$ cat config.mk
export PLATFORM = sky130hd
export DESIGN_NAME = sram_ctrl
export DESIGN_NICKNAME = d
export VERILOG_FILES = /design/src/rtl/sram_ctrl_pkg.sv /design/src/rtl/sram_ctrl_timer.sv /design/src/rtl/sram_ctrl_fsm.sv /design/src/rtl/sram_ctrl_dpath.sv /design/src/rtl/sram_ctrl.sv
export SDC_FILE = /design/constraint.sdc
export NUM_CORES = 1
export LEC_CHECK = 0
export ABC_AREA = 1
export CAP_MARGIN = 0
export CELL_PAD_IN_SITES_DETAIL_PLACEMENT = 1
export CELL_PAD_IN_SITES_GLOBAL_PLACEMENT = 2
export CORE_MARGIN = 1
export CORE_UTILIZATION = 22
export CTS_CLUSTER_DIAMETER = 80
export CTS_CLUSTER_SIZE = 20
export DETAILED_ROUTE_END_ITERATION = 12
export GPL_TIMING_DRIVEN = 0
export HOLD_SLACK_MARGIN = 0.08
export PLACE_DENSITY_LB_ADDON = 0.15
export SYNTH_ARGS = -nofsm -noshare
export SYNTH_HDL_FRONTEND = slang
export SYNTH_SLANG_ARGS = --single-unit
$ cat constraint.sdc
create_clock -name clk -period 1.8 [get_ports clk]
set_input_delay 0.18 -clock clk [delete_from_list [all_inputs] [get_ports clk]]
set_output_delay 0.18 -clock clk [all_outputs]
set_load 0.03 [all_outputs]
$ cat src/rtl/sram_ctrl_pkg.sv
// Package: shared types, default timing and cycle-count helpers for sram_ctrl.
// Assumes timing values are given in picoseconds as positive integers.
package sram_ctrl_pkg;

    // Default clock period and memory timing limits, picoseconds
    localparam int DEF_CLK_PS   = 8000;
    localparam int DEF_T_RC_PS  = 70000;
    localparam int DEF_T_AA_PS  = 70000;
    localparam int DEF_T_WC_PS  = 70000;
    localparam int DEF_T_WP_PS  = 35000;
    localparam int DEF_T_DW_PS  = 30000;
    localparam int DEF_T_OHZ_PS = 30000;

    typedef enum logic [2:0] {
        ST_IDLE,
        ST_TURN,
        ST_RD,
        ST_WSET,
        ST_WPUL,
        ST_WREC
    } ctl_state_t;

    typedef struct packed {
        logic ce_n;
        logic we_n;
        logic oe_n;
        logic dq_oe;
    } strobe_t;

    // Rounds a time limit up to whole clock cycles
    function automatic int ceil_div(int num, int den);
        return (num + den - 1) / den;
    endfunction

    function automatic int max2(int a, int b);
        return (a > b) ? a : b;
    endfunction

endpackage

$ cat src/rtl/sram_ctrl_timer.sv
// Module: down-counting phase timer. It loads a count of N-1 when a phase
// starts and reports its last cycle when the count reaches zero.
// Assumes the load value fits in CNT_W bits.
module sram_ctrl_timer #(
    parameter int CNT_W = 4
) (
    input  logic             clk,
    input  logic             rst_n,
    input  logic             load,
    input  logic [CNT_W-1:0] load_val,
    output logic             last
);

    logic [CNT_W-1:0] cnt_q;

    // Load on phase start, otherwise count down to zero and stay there
    always_ff @(posedge clk) begin
        if (!rst_n) begin
            cnt_q <= '0;
        end else if (load) begin
            cnt_q <= load_val;
        end else if (cnt_q != '0) begin
            cnt_q <= cnt_q - 1'b1;
        end
    end

    assign last = (cnt_q == '0);

endmodule

$ cat src/rtl/sram_ctrl_fsm.sv
// Module: transaction sequencer. It walks each request through its read,
// turnaround and write phases and registers the strobes from the next
// state, so they change only on clock edges.
// Assumes all cycle counts are at least 1.
module sram_ctrl_fsm
    import sram_ctrl_pkg::*;
#(
    parameter int RD_CYC   = 9,
    parameter int WP_CYC   = 5,
    parameter int REC_CYC  = 3,
    parameter int TURN_CYC = 4,
    parameter int CNT_W    = 4
) (
    input  logic             clk,
    input  logic             rst_n,
    input  logic             req_valid,
    input  logic             req_write,
    input  logic             tmr_last,
    output logic             tmr_load,
    output logic [CNT_W-1:0] tmr_val,
    output logic             accept,
    output logic             capture,
    output logic             ready,
    output logic             done,
    output strobe_t          strobes
);

    ctl_state_t state_q, state_d;
    strobe_t    strobe_d;
    logic       last_rd_q;
    logic       finish;

    assign ready   = (state_q == ST_IDLE);
    assign accept  = ready && req_valid;
    assign capture = (state_q == ST_RD) && tmr_last;
    assign finish  = tmr_last && ((state_q == ST_RD) || (state_q == ST_WREC));

    // Next-state and timer load selection
    always_comb begin
        state_d  = state_q;
        tmr_load = 1'b0;
        tmr_val  = '0;
        case (state_q)
            ST_IDLE: begin
                if (accept) begin
                    if (!req_write) begin
                        state_d  = ST_RD;
                        tmr_load = 1'b1;
                        tmr_val  = CNT_W'(RD_CYC - 1);
                    end else if (last_rd_q) begin
                        state_d  = ST_TURN;
                        tmr_load = 1'b1;
                        tmr_val  = CNT_W'(TURN_CYC - 1);
                    end else begin
                        state_d  = ST_WSET;
                    end
                end
            end
            ST_TURN: if (tmr_last) state_d = ST_WSET;
            ST_RD:   if (tmr_last) state_d = ST_IDLE;
            ST_WSET: begin
                state_d  = ST_WPUL;
                tmr_load = 1'b1;
                tmr_val  = CNT_W'(WP_CYC - 1);
            end
            ST_WPUL: begin
                if (tmr_last) begin
                    state_d  = ST_WREC;
                    tmr_load = 1'b1;
                    tmr_val  = CNT_W'(REC_CYC - 1);
                end
            end
            ST_WREC: if (tmr_last) state_d = ST_IDLE;
            default: state_d = ST_IDLE;
        endcase
    end

    // Strobe levels for the coming cycle, decoded from the next state
    always_comb begin
        strobe_d.ce_n  = !(state_d inside {ST_RD, ST_WSET, ST_WPUL, ST_WREC});
        strobe_d.oe_n  = !(state_d == ST_RD);
        strobe_d.we_n  = !(state_d == ST_WPUL);
        strobe_d.dq_oe = (state_d inside {ST_WSET, ST_WPUL}) ||
                         ((state_q == ST_WPUL) && (state_d == ST_WREC));
    end

    // State, registered strobes, done pulse and last-operation history
    always_ff @(posedge clk) begin
        if (!rst_n) begin
            state_q   <= ST_IDLE;
            strobes   <= '{ce_n: 1'b1, we_n: 1'b1, oe_n: 1'b1, dq_oe: 1'b0};
            done      <= 1'b0;
            last_rd_q <= 1'b0;
        end else begin
            state_q <= state_d;
            strobes <= strobe_d;
            done    <= finish;
            if (finish) begin
                last_rd_q <= (state_q == ST_RD);
            end
        end
    end

endmodule

$ cat src/rtl/sram_ctrl_dpath.sv
// Module: address, write-data and read-data holding registers.
// Assumes accept and capture never occur in the same cycle.
module sram_ctrl_dpath #(
    parameter int ADDR_W = 19,
    parameter int DATA_W = 8
) (
    input  logic              clk,
    input  logic              rst_n,
    input  logic              accept,
    input  logic              capture,
    input  logic [ADDR_W-1:0] req_addr,
    input  logic [DATA_W-1:0] req_wdata,
    input  logic [DATA_W-1:0] bus_in,
    output logic [ADDR_W-1:0] addr_out,
    output logic [DATA_W-1:0] wdata_out,
    output logic [DATA_W-1:0] rdata_out
);

    // Hold the request fields for the whole transaction
    always_ff @(posedge clk) begin
        if (!rst_n) begin
            addr_out  <= '0;
            wdata_out <= '0;
        end else if (accept) begin
            addr_out  <= req_addr;
            wdata_out <= req_wdata;
        end
    end

    // Sample the bus at the end of the read access window
    always_ff @(posedge clk) begin
        if (!rst_n) begin
            rdata_out <= '0;
        end else if (capture) begin
            rdata_out <= bus_in;
        end
    end

endmodule

$ cat src/rtl/sram_ctrl.sv
// Module: top of the asynchronous static RAM sequencer. It derives cycle
// counts from the timing parameters and connects timer, sequencer and data
// registers. Assumes one request in flight and a bus split into out/oe/in.
module sram_ctrl
    import sram_ctrl_pkg::*;
#(
    parameter int ADDR_W    = 19,
    parameter int DATA_W    = 8,
    parameter int CLK_PS    = DEF_CLK_PS,
    parameter int T_RC_PS   = DEF_T_RC_PS,
    parameter int T_AA_PS   = DEF_T_AA_PS,
    parameter int T_WC_PS   = DEF_T_WC_PS,
    parameter int T_WP_PS   = DEF_T_WP_PS,
    parameter int T_DW_PS   = DEF_T_DW_PS,
    parameter int T_OHZ_PS  = DEF_T_OHZ_PS
) (
    input  logic              clk,
    input  logic              rst_n,
    input  logic              req_valid,
    output logic              req_ready,
    input  logic              req_write,
    input  logic [ADDR_W-1:0] req_addr,
    input  logic [DATA_W-1:0] req_wdata,
    output logic              rsp_done,
    output logic [DATA_W-1:0] rsp_rdata,
    output logic [ADDR_W-1:0] mem_addr,
    output logic              mem_ce_n,
    output logic              mem_we_n,
    output logic              mem_oe_n,
    output logic [DATA_W-1:0] mem_dq_o,
    output logic              mem_dq_oe,
    input  logic [DATA_W-1:0] mem_dq_i
);

    localparam int RD_CYC   = max2(ceil_div(T_RC_PS, CLK_PS), ceil_div(T_AA_PS, CLK_PS));
    localparam int WP_CYC   = max2(ceil_div(T_WP_PS, CLK_PS), ceil_div(T_DW_PS, CLK_PS));
    localparam int REC_CYC  = max2(1, ceil_div(T_WC_PS, CLK_PS) - WP_CYC - 1);
    localparam int TURN_CYC = max2(1, ceil_div(T_OHZ_PS, CLK_PS));
    localparam int MAX_CYC  = max2(max2(RD_CYC, WP_CYC), max2(REC_CYC, TURN_CYC));
    localparam int CNT_W    = $clog2(MAX_CYC + 1);

    logic             tmr_load;
    logic [CNT_W-1:0] tmr_val;
    logic             tmr_last;
    logic             accept;
    logic             capture;
    strobe_t          strobes;

    sram_ctrl_timer #(.CNT_W(CNT_W)) u_timer (
        .clk      (clk),
        .rst_n    (rst_n),
        .load     (tmr_load),
        .load_val (tmr_val),
        .last     (tmr_last)
    );

    sram_ctrl_fsm #(
        .RD_CYC   (RD_CYC),
        .WP_CYC   (WP_CYC),
        .REC_CYC  (REC_CYC),
        .TURN_CYC (TURN_CYC),
        .CNT_W    (CNT_W)
    ) u_fsm (
        .clk       (clk),
        .rst_n     (rst_n),
        .req_valid (req_valid),
        .req_write (req_write),
        .tmr_last  (tmr_last),
        .tmr_load  (tmr_load),
        .tmr_val   (tmr_val),
        .accept    (accept),
        .capture   (capture),
        .ready     (req_ready),
        .done      (rsp_done),
        .strobes   (strobes)
    );

    sram_ctrl_dpath #(.ADDR_W(ADDR_W), .DATA_W(DATA_W)) u_dpath (
        .clk       (clk),
        .rst_n     (rst_n),
        .accept    (accept),
        .capture   (capture),
        .req_addr  (req_addr),
        .req_wdata (req_wdata),
        .bus_in    (mem_dq_i),
        .addr_out  (mem_addr),
        .wdata_out (mem_dq_o),
        .rdata_out (rsp_rdata)
    );

    assign mem_ce_n  = strobes.ce_n;
    assign mem_we_n  = strobes.we_n;
    assign mem_oe_n  = strobes.oe_n;
    assign mem_dq_oe = strobes.dq_oe;

endmodule

# After elaboration in Yosys (flattened, before gate mapping)

Cells that the tools add are included.
W data, S select, Z words.

$add $sub $neg: 1
Eq/ne operators: 9
Mux-type cells: 19
Reduce and logical (&&, ||, !) cells: 16

Operators with widths:

| kind                  | number |
|---|---|
| $mux W4               | 4 |
| $mux W3               | 5 |
| $pmux W3 S5           | 1 |
| $eq A3 B2 Y1 const B  | 4 |
| $eq A3 B3 Y1 const B  | 4 |
| $pmux W4 S3           | 1 |
| $reduce_bool A4 Y1    | 2 |
| $mux W2               | 3 |
| $logic_and A1 B1 Y1   | 4 |
| $logic_not A4 Y1      | 1 |
| $mux W1               | 4 |
| $reduce_bool A2 Y1    | 2 |
| $sub A4 B1 Y4 const B | 1 |
| $eq A3 B1 Y1 const B  | 1 |
| $logic_not A1 Y1      | 3 |
| $logic_not A3 Y1      | 1 |
| $pmux W1 S3           | 1 |
| $logic_or A1 B1 Y1    | 2 |
| $reduce_or A2 Y1      | 1 |

Output and inout bits: 41
Bits in registers: 48
Input bits: 39
Word-level logic and storage cells: 56

# Depth between registers and ports, before layout

Gate-level depths: netlist (run 1).

Depth in word-level cells: 7
Mapped depth: 9
Mapped depth without buffers: 9

# Hierarchy

From an unflattened synthesis (run 1), not the netlist that was laid out.

Cells, all modules: 331
Area, all modules: 2220.9 um2

By module, submodules not included:

| module          | instances | seq. area each (um2) | area an instance (um2) | cells each |
|---|---|---|---|---|
| sram_ctrl_dpath | 1         | 700.7                | 1477.7                 | 222 |
| sram_ctrl_fsm   | 1         | 180.2                | 495.5                  | 69 |
| sram_ctrl_timer | 1         | 80.1                 | 247.7                  | 40 |

# Worst setup path before layout (run 1)

No wires, ideal clock.

Path kind: register -> register
Start: reg u_timer.cnt_q[0]
End: reg u_timer.cnt_q[2]
Buffers on the path: 0
Clock period less this slack: 1.338 ns
Arrival: 1.223 ns
Slack: 0.462 ns
Stages on the path, launching flop included: 9
Required time: 1.684 ns
Setup time: 0.116 ns
Cells stage by stage: dfxtp_1 -> inv_1 -> ha_1 -> nand2_4 -> nor2_2 -> nor2_2 -> nand2_2 -> o21ai_2 -> nor2_1

Word-level cells in the longest chain between the ends: 4
Elaborated cells on any way between the ends: 8
Those cells by class: add/sub (1); mux (4); reduce/logical (3)

Ends and longest elaborated chain:

| item                                                  | line                  | RTL |
|---|---|---|
| start: declaration                                    | sram_ctrl_timer.sv:14 | `logic [CNT_W-1:0] cnt_q;` |
| start signal: assignment                              | sram_ctrl_timer.sv:21 | `cnt_q <= load_val;` |
| start signal: assignment                              | sram_ctrl_timer.sv:23 | `cnt_q <= cnt_q - 1'b1;` |
| branches (longest 4 deep; another with $sub A4 B1 Y4) | -                     |  |

Several ways; the timed one is not identified. The select of a mux whose other input is x is not followed.
A chain may end at the register's enable or synchronous reset.

# Worst setup path in the final report (run 1)

Start: reg u_timer.cnt_q[0]
End: reg u_timer.cnt_q[1]

Word-level cells in the longest chain between the ends: 4
Elaborated cells on any way between the ends: 10
Those cells by class: add/sub (1); mux (6); reduce/logical (3)

Ends and longest elaborated chain:

| item |
|---|
| branches (longest 4 deep; another with $sub A4 B1 Y4) |

Several ways; the timed one is not identified. The select of a mux whose other input is x is not followed.

==> results of run 1 <==
[state kept, by name, indices dropped and copies added (netlist names)]
register and flops:
u_fsm.state_q 3, u_fsm.done 1, u_timer.cnt_q 4, u_fsm.strobes 4
u_dpath.rdata_out 8, u_dpath.addr_out 19, u_dpath.wdata_out 8, u_fsm.last_rd_q 1
[metal layers]
layer,global-route usage (%),part of all wire [%],vias up,wire length (µm)
li1,-,-,943,-
met1,16.54,46,867,2586
met2,23.14,48,36,2691
met3,4.750,5.8,4,327
met4,3.409,0.97,0,55
met5,0,0,-,0
[through the flow]
step	total power, mW	hold WS, ns
6_report	4.656	0.4646
5_1_grt	5.048	0.4489
4_1_cts	4.763	0.4508
3_5_place_dp	4.066	0.4826
3_3_place_gp	4.049	0.4775
2_1_floorplan	3.138	0.3149
[power breakdown]
part           leakage (nW)  switching, mW  total [mW]  internal (mW)
clock                0.0455          0.358       0.673          0.314
sequential            0.396          0.180        1.57           1.39
combinational         0.772           1.49        2.41          0.926
[area by class of cell]
class | instances | area (µm²)
repair buffers | 79 | 789.5
fillers | 1018 | 5358
clock buffers | 8 | 90.09
multi-input cells | 170 | 808.3
well taps | 105 | 131.4
inverters | 19 | 73.82
flip-flops and latches | 48 | 960.9
plain buffers | 9 | 46.29
[cell families after synthesis]
| kind of cell | count (synthesis) |
|---|---|
| and+or+nand+nor | 123 |
| xor gates and xnor gates | 2 |
| adders and majority gates | 1 |
| DFF | 48 |
| buffers and inverters | 28 |
| AOI/OAI and AO/OA | 44 |
[worst max-delay path: stages, from the launching register on]
cell and delay [ns]:
dfxtp_1 0.37, inv_1 0.07, ha_1 0.25, nand2_4 0.16, nor2_2 0.08, nor2_2 0.20, nand2_2 0.11, nor2_1 0.12
nor2_1 0.06, nor2_1 0.09
[synthesized netlist by cell type]
cell type / instances / share of area (%)
ha_1: 1 / 0.66
o21ai_0: 37 / 9.8
buf_2: 3 / 0.79
nand2_2: 2 / 0.66
nor2_4: 2 / 1.2
o21ai_2: 1 / 0.46
nor2_8: 1 / 1.1
dfxtp_1: 48 / 51
nand2_4: 2 / 1.2
a31oi_1: 1 / 0.33
a21oi_2: 1 / 0.46
inv_4: 1 / 0.33
nand2_1: 19 / 3.8
inv_2: 2 / 0.40
nand4_1: 2 / 0.66
buf_6: 1 / 0.60
nor2_2: 3 / 0.99
nor2_1: 83 / 16
nor3_2: 1 / 0.53
nor3_1: 2 / 0.53
a21oi_1: 4 / 1.1
clkbuf_1: 4 / 0.79
xor2_1: 1 / 0.46
xnor2_1: 1 / 0.46
inv_1: 16 / 3.2
nand3_1: 4 / 1.1
nand3_2: 1 / 0.53
clkbuf_2: 1 / 0.26
nand3b_1: 1 / 0.40
[worst min path at each step]
stage | startpoint | endpoint | slack [ns] | cells after the start
6_report | req_wdata[3] | u_dpath.wdata_out[3] | 0.46 | 3
5_1_grt | req_addr[9] | u_dpath.addr_out[9] | 0.45 | 3
4_1_cts | req_addr[8] | u_dpath.addr_out[8] | 0.45 | 3
3_5_place_dp | u_fsm.last_rd_q | u_fsm.last_rd_q | 0.48 | 2
3_3_place_gp | u_fsm.last_rd_q | u_fsm.last_rd_q | 0.48 | 2
2_1_floorplan | mem_dq_i[0] | u_dpath.rdata_out[0] | 0.31 | 2
[repair_timing]
action,in CTS,in global routing
buffers inserted,0,0
gates resized for setup,1,0
setup endpoints to repair,1,0
==> results.toml, run 1 <==
[outcome]
run_status = "finished clean"

[power_and_ir_drop]
vdd_ir_drop_max_mv = 0.4440
power_per_cell_area_nw_per_um2 = 1606
p_leak_nw = 1.213

[global_route]
grt_pass1_vias = 1952
grt_remaining_overflow = 0
global_route.usage.total_pct = 13.70
largest_net_degree_at_the_start_of_global_routing = 14
grt_pass1_wl_mm = 9.528
grt_antenna_before_repair = 0

[setup_path]
critPathRequiredTime_ns = 2.03
reg2reg_setup_slack_ns = 0.24
cp-end-kind = "register"
setup.worst_path.start = "u_timer.cnt_q[0]"
timing.critical_path.to = "u_timer.cnt_q[1]"
worst_r2r_endpoint = "u_timer.cnt_q[1]"
cp_data_arrival_time_ns = 1.79
crit_path_start_kind = "register"
worstSetupPathType = "register to register"
critical_register_to_register_path_startpoint = "u_timer.cnt_q[0]"
reg2reg_depth = 9
worstPathMaxFanout = 10

[place]
post_place_cell_area_um2 = 2811
placement.io_buffers = 79
dpl_worst_slack_ns = 0.2319
detailedPlacementHpwl_mm = 4.270
post-place-cells = 430
place_congestion = 0.6673

[detailed_routing]
wirelength_per_cell_um = 12.93
detailedRoute.firstIterationViolations = 73
routed_wirelength_mm = 5.662
vias_per_cell = 4.224
route.vias.total = 1850
final_antenna_net_count = 0
drt_first_pass_iters = 4
drc = 0

[worst_hold_path]
timing.hold.worst.class = "input port to register"

[timing]
unrepaired_setup_endpoints_after_global_routing = "false"
timing_worst_slew_pin_value_ns = 0.4673
finalHoldViolCount = 0
setup_viol_count_final = 0
setup_total_negative_slack_ns = 0
drv_slew = 0
period_share_pct = 86.81
relative_max_transition_margin_pct = 68.85
max_freq_mhz = 640.0
post-route-worst-setup-slack_ns = 0.2375
time_the_worst_path_needs_with_i_o_delays_and_setup_ns = 1.563
worst_skew_ns = 0.006394

[yosys]
combined_area_of_all_synthesized_cells_um2 = 1889
yosys-mux-area-fraction_pct = 0
syn_nets = 286
syn_inst = 246
combinational_family_with_the_most_area_after_synthesis = "simple AND/OR/NAND/NOR gates"
seq_area_frac_synth_pct = 50.86
synth-xor-area-share_pct = 0.9272
synth_cell_type_count = 29
synth_compound_gate_area_share_pct = 12.12
synthAdderAreaFrac_pct = 0.6623
yosys_warning_total = 0
synth_simple_gate_area_share_pct = 29.07
synth_area_per_cell_um2 = 7.680
ys_seq_elements = 48

[clock_tree]
clk_pin_slew_worst_paths_ns = 0.09
clock_insertion_delay_worst_skew_ns = 0.30
cts_hold_buf = 0
tritoncts = "built"
number_of_buffers_inserted_during_clock_tree_synthesis = 5
htreeDepth = 2
cts.path.max_buffers = 2
cts.sinks = 48
clock_tree.root_cell = "clkbuf_8"

[layout]
area_growth_pct = 53.51
final_util_pct = 35.12
design.final.nets = 372
final_common_cell = "nor2_1"
post_layout_cell_count = 438
most_used_cells_in_the_layout_excluding_fill_and_tap_cells = "nor2_1, clkdlybuf4s50_1, dfxtp_1"
insertedDiodeCount = 0
final_area_um2 = 2900
layout-drive-gt1-share_pct = 8.408

[run]
cap_viol_max_count = 0

[floorplanning]
fp.coreArea_um2 = 8258
design.die.area_um2 = 8962
die_x_um = 94.67
floorplan.initialDensity_pct = 22.88
fp.dieH_um = 94.67
core.rowCount = 33
design.portCount = 80
Power figures use the tool's default switching activity.
==> run 2: changes to the inputs <==
--- a/config.mk
+++ b/config.mk
@@ -6,7 +6,7 @@
 export NUM_CORES = 1
 export LEC_CHECK = 0
 export ABC_AREA = 1
-export CAP_MARGIN = 0
+export CAP_MARGIN = 40
 export CELL_PAD_IN_SITES_DETAIL_PLACEMENT = 1
 export CELL_PAD_IN_SITES_GLOBAL_PLACEMENT = 2
 export CORE_MARGIN = 1
==> results of run 2 <==
The final DEF is identical to that of run 1; final timing and power are the same.
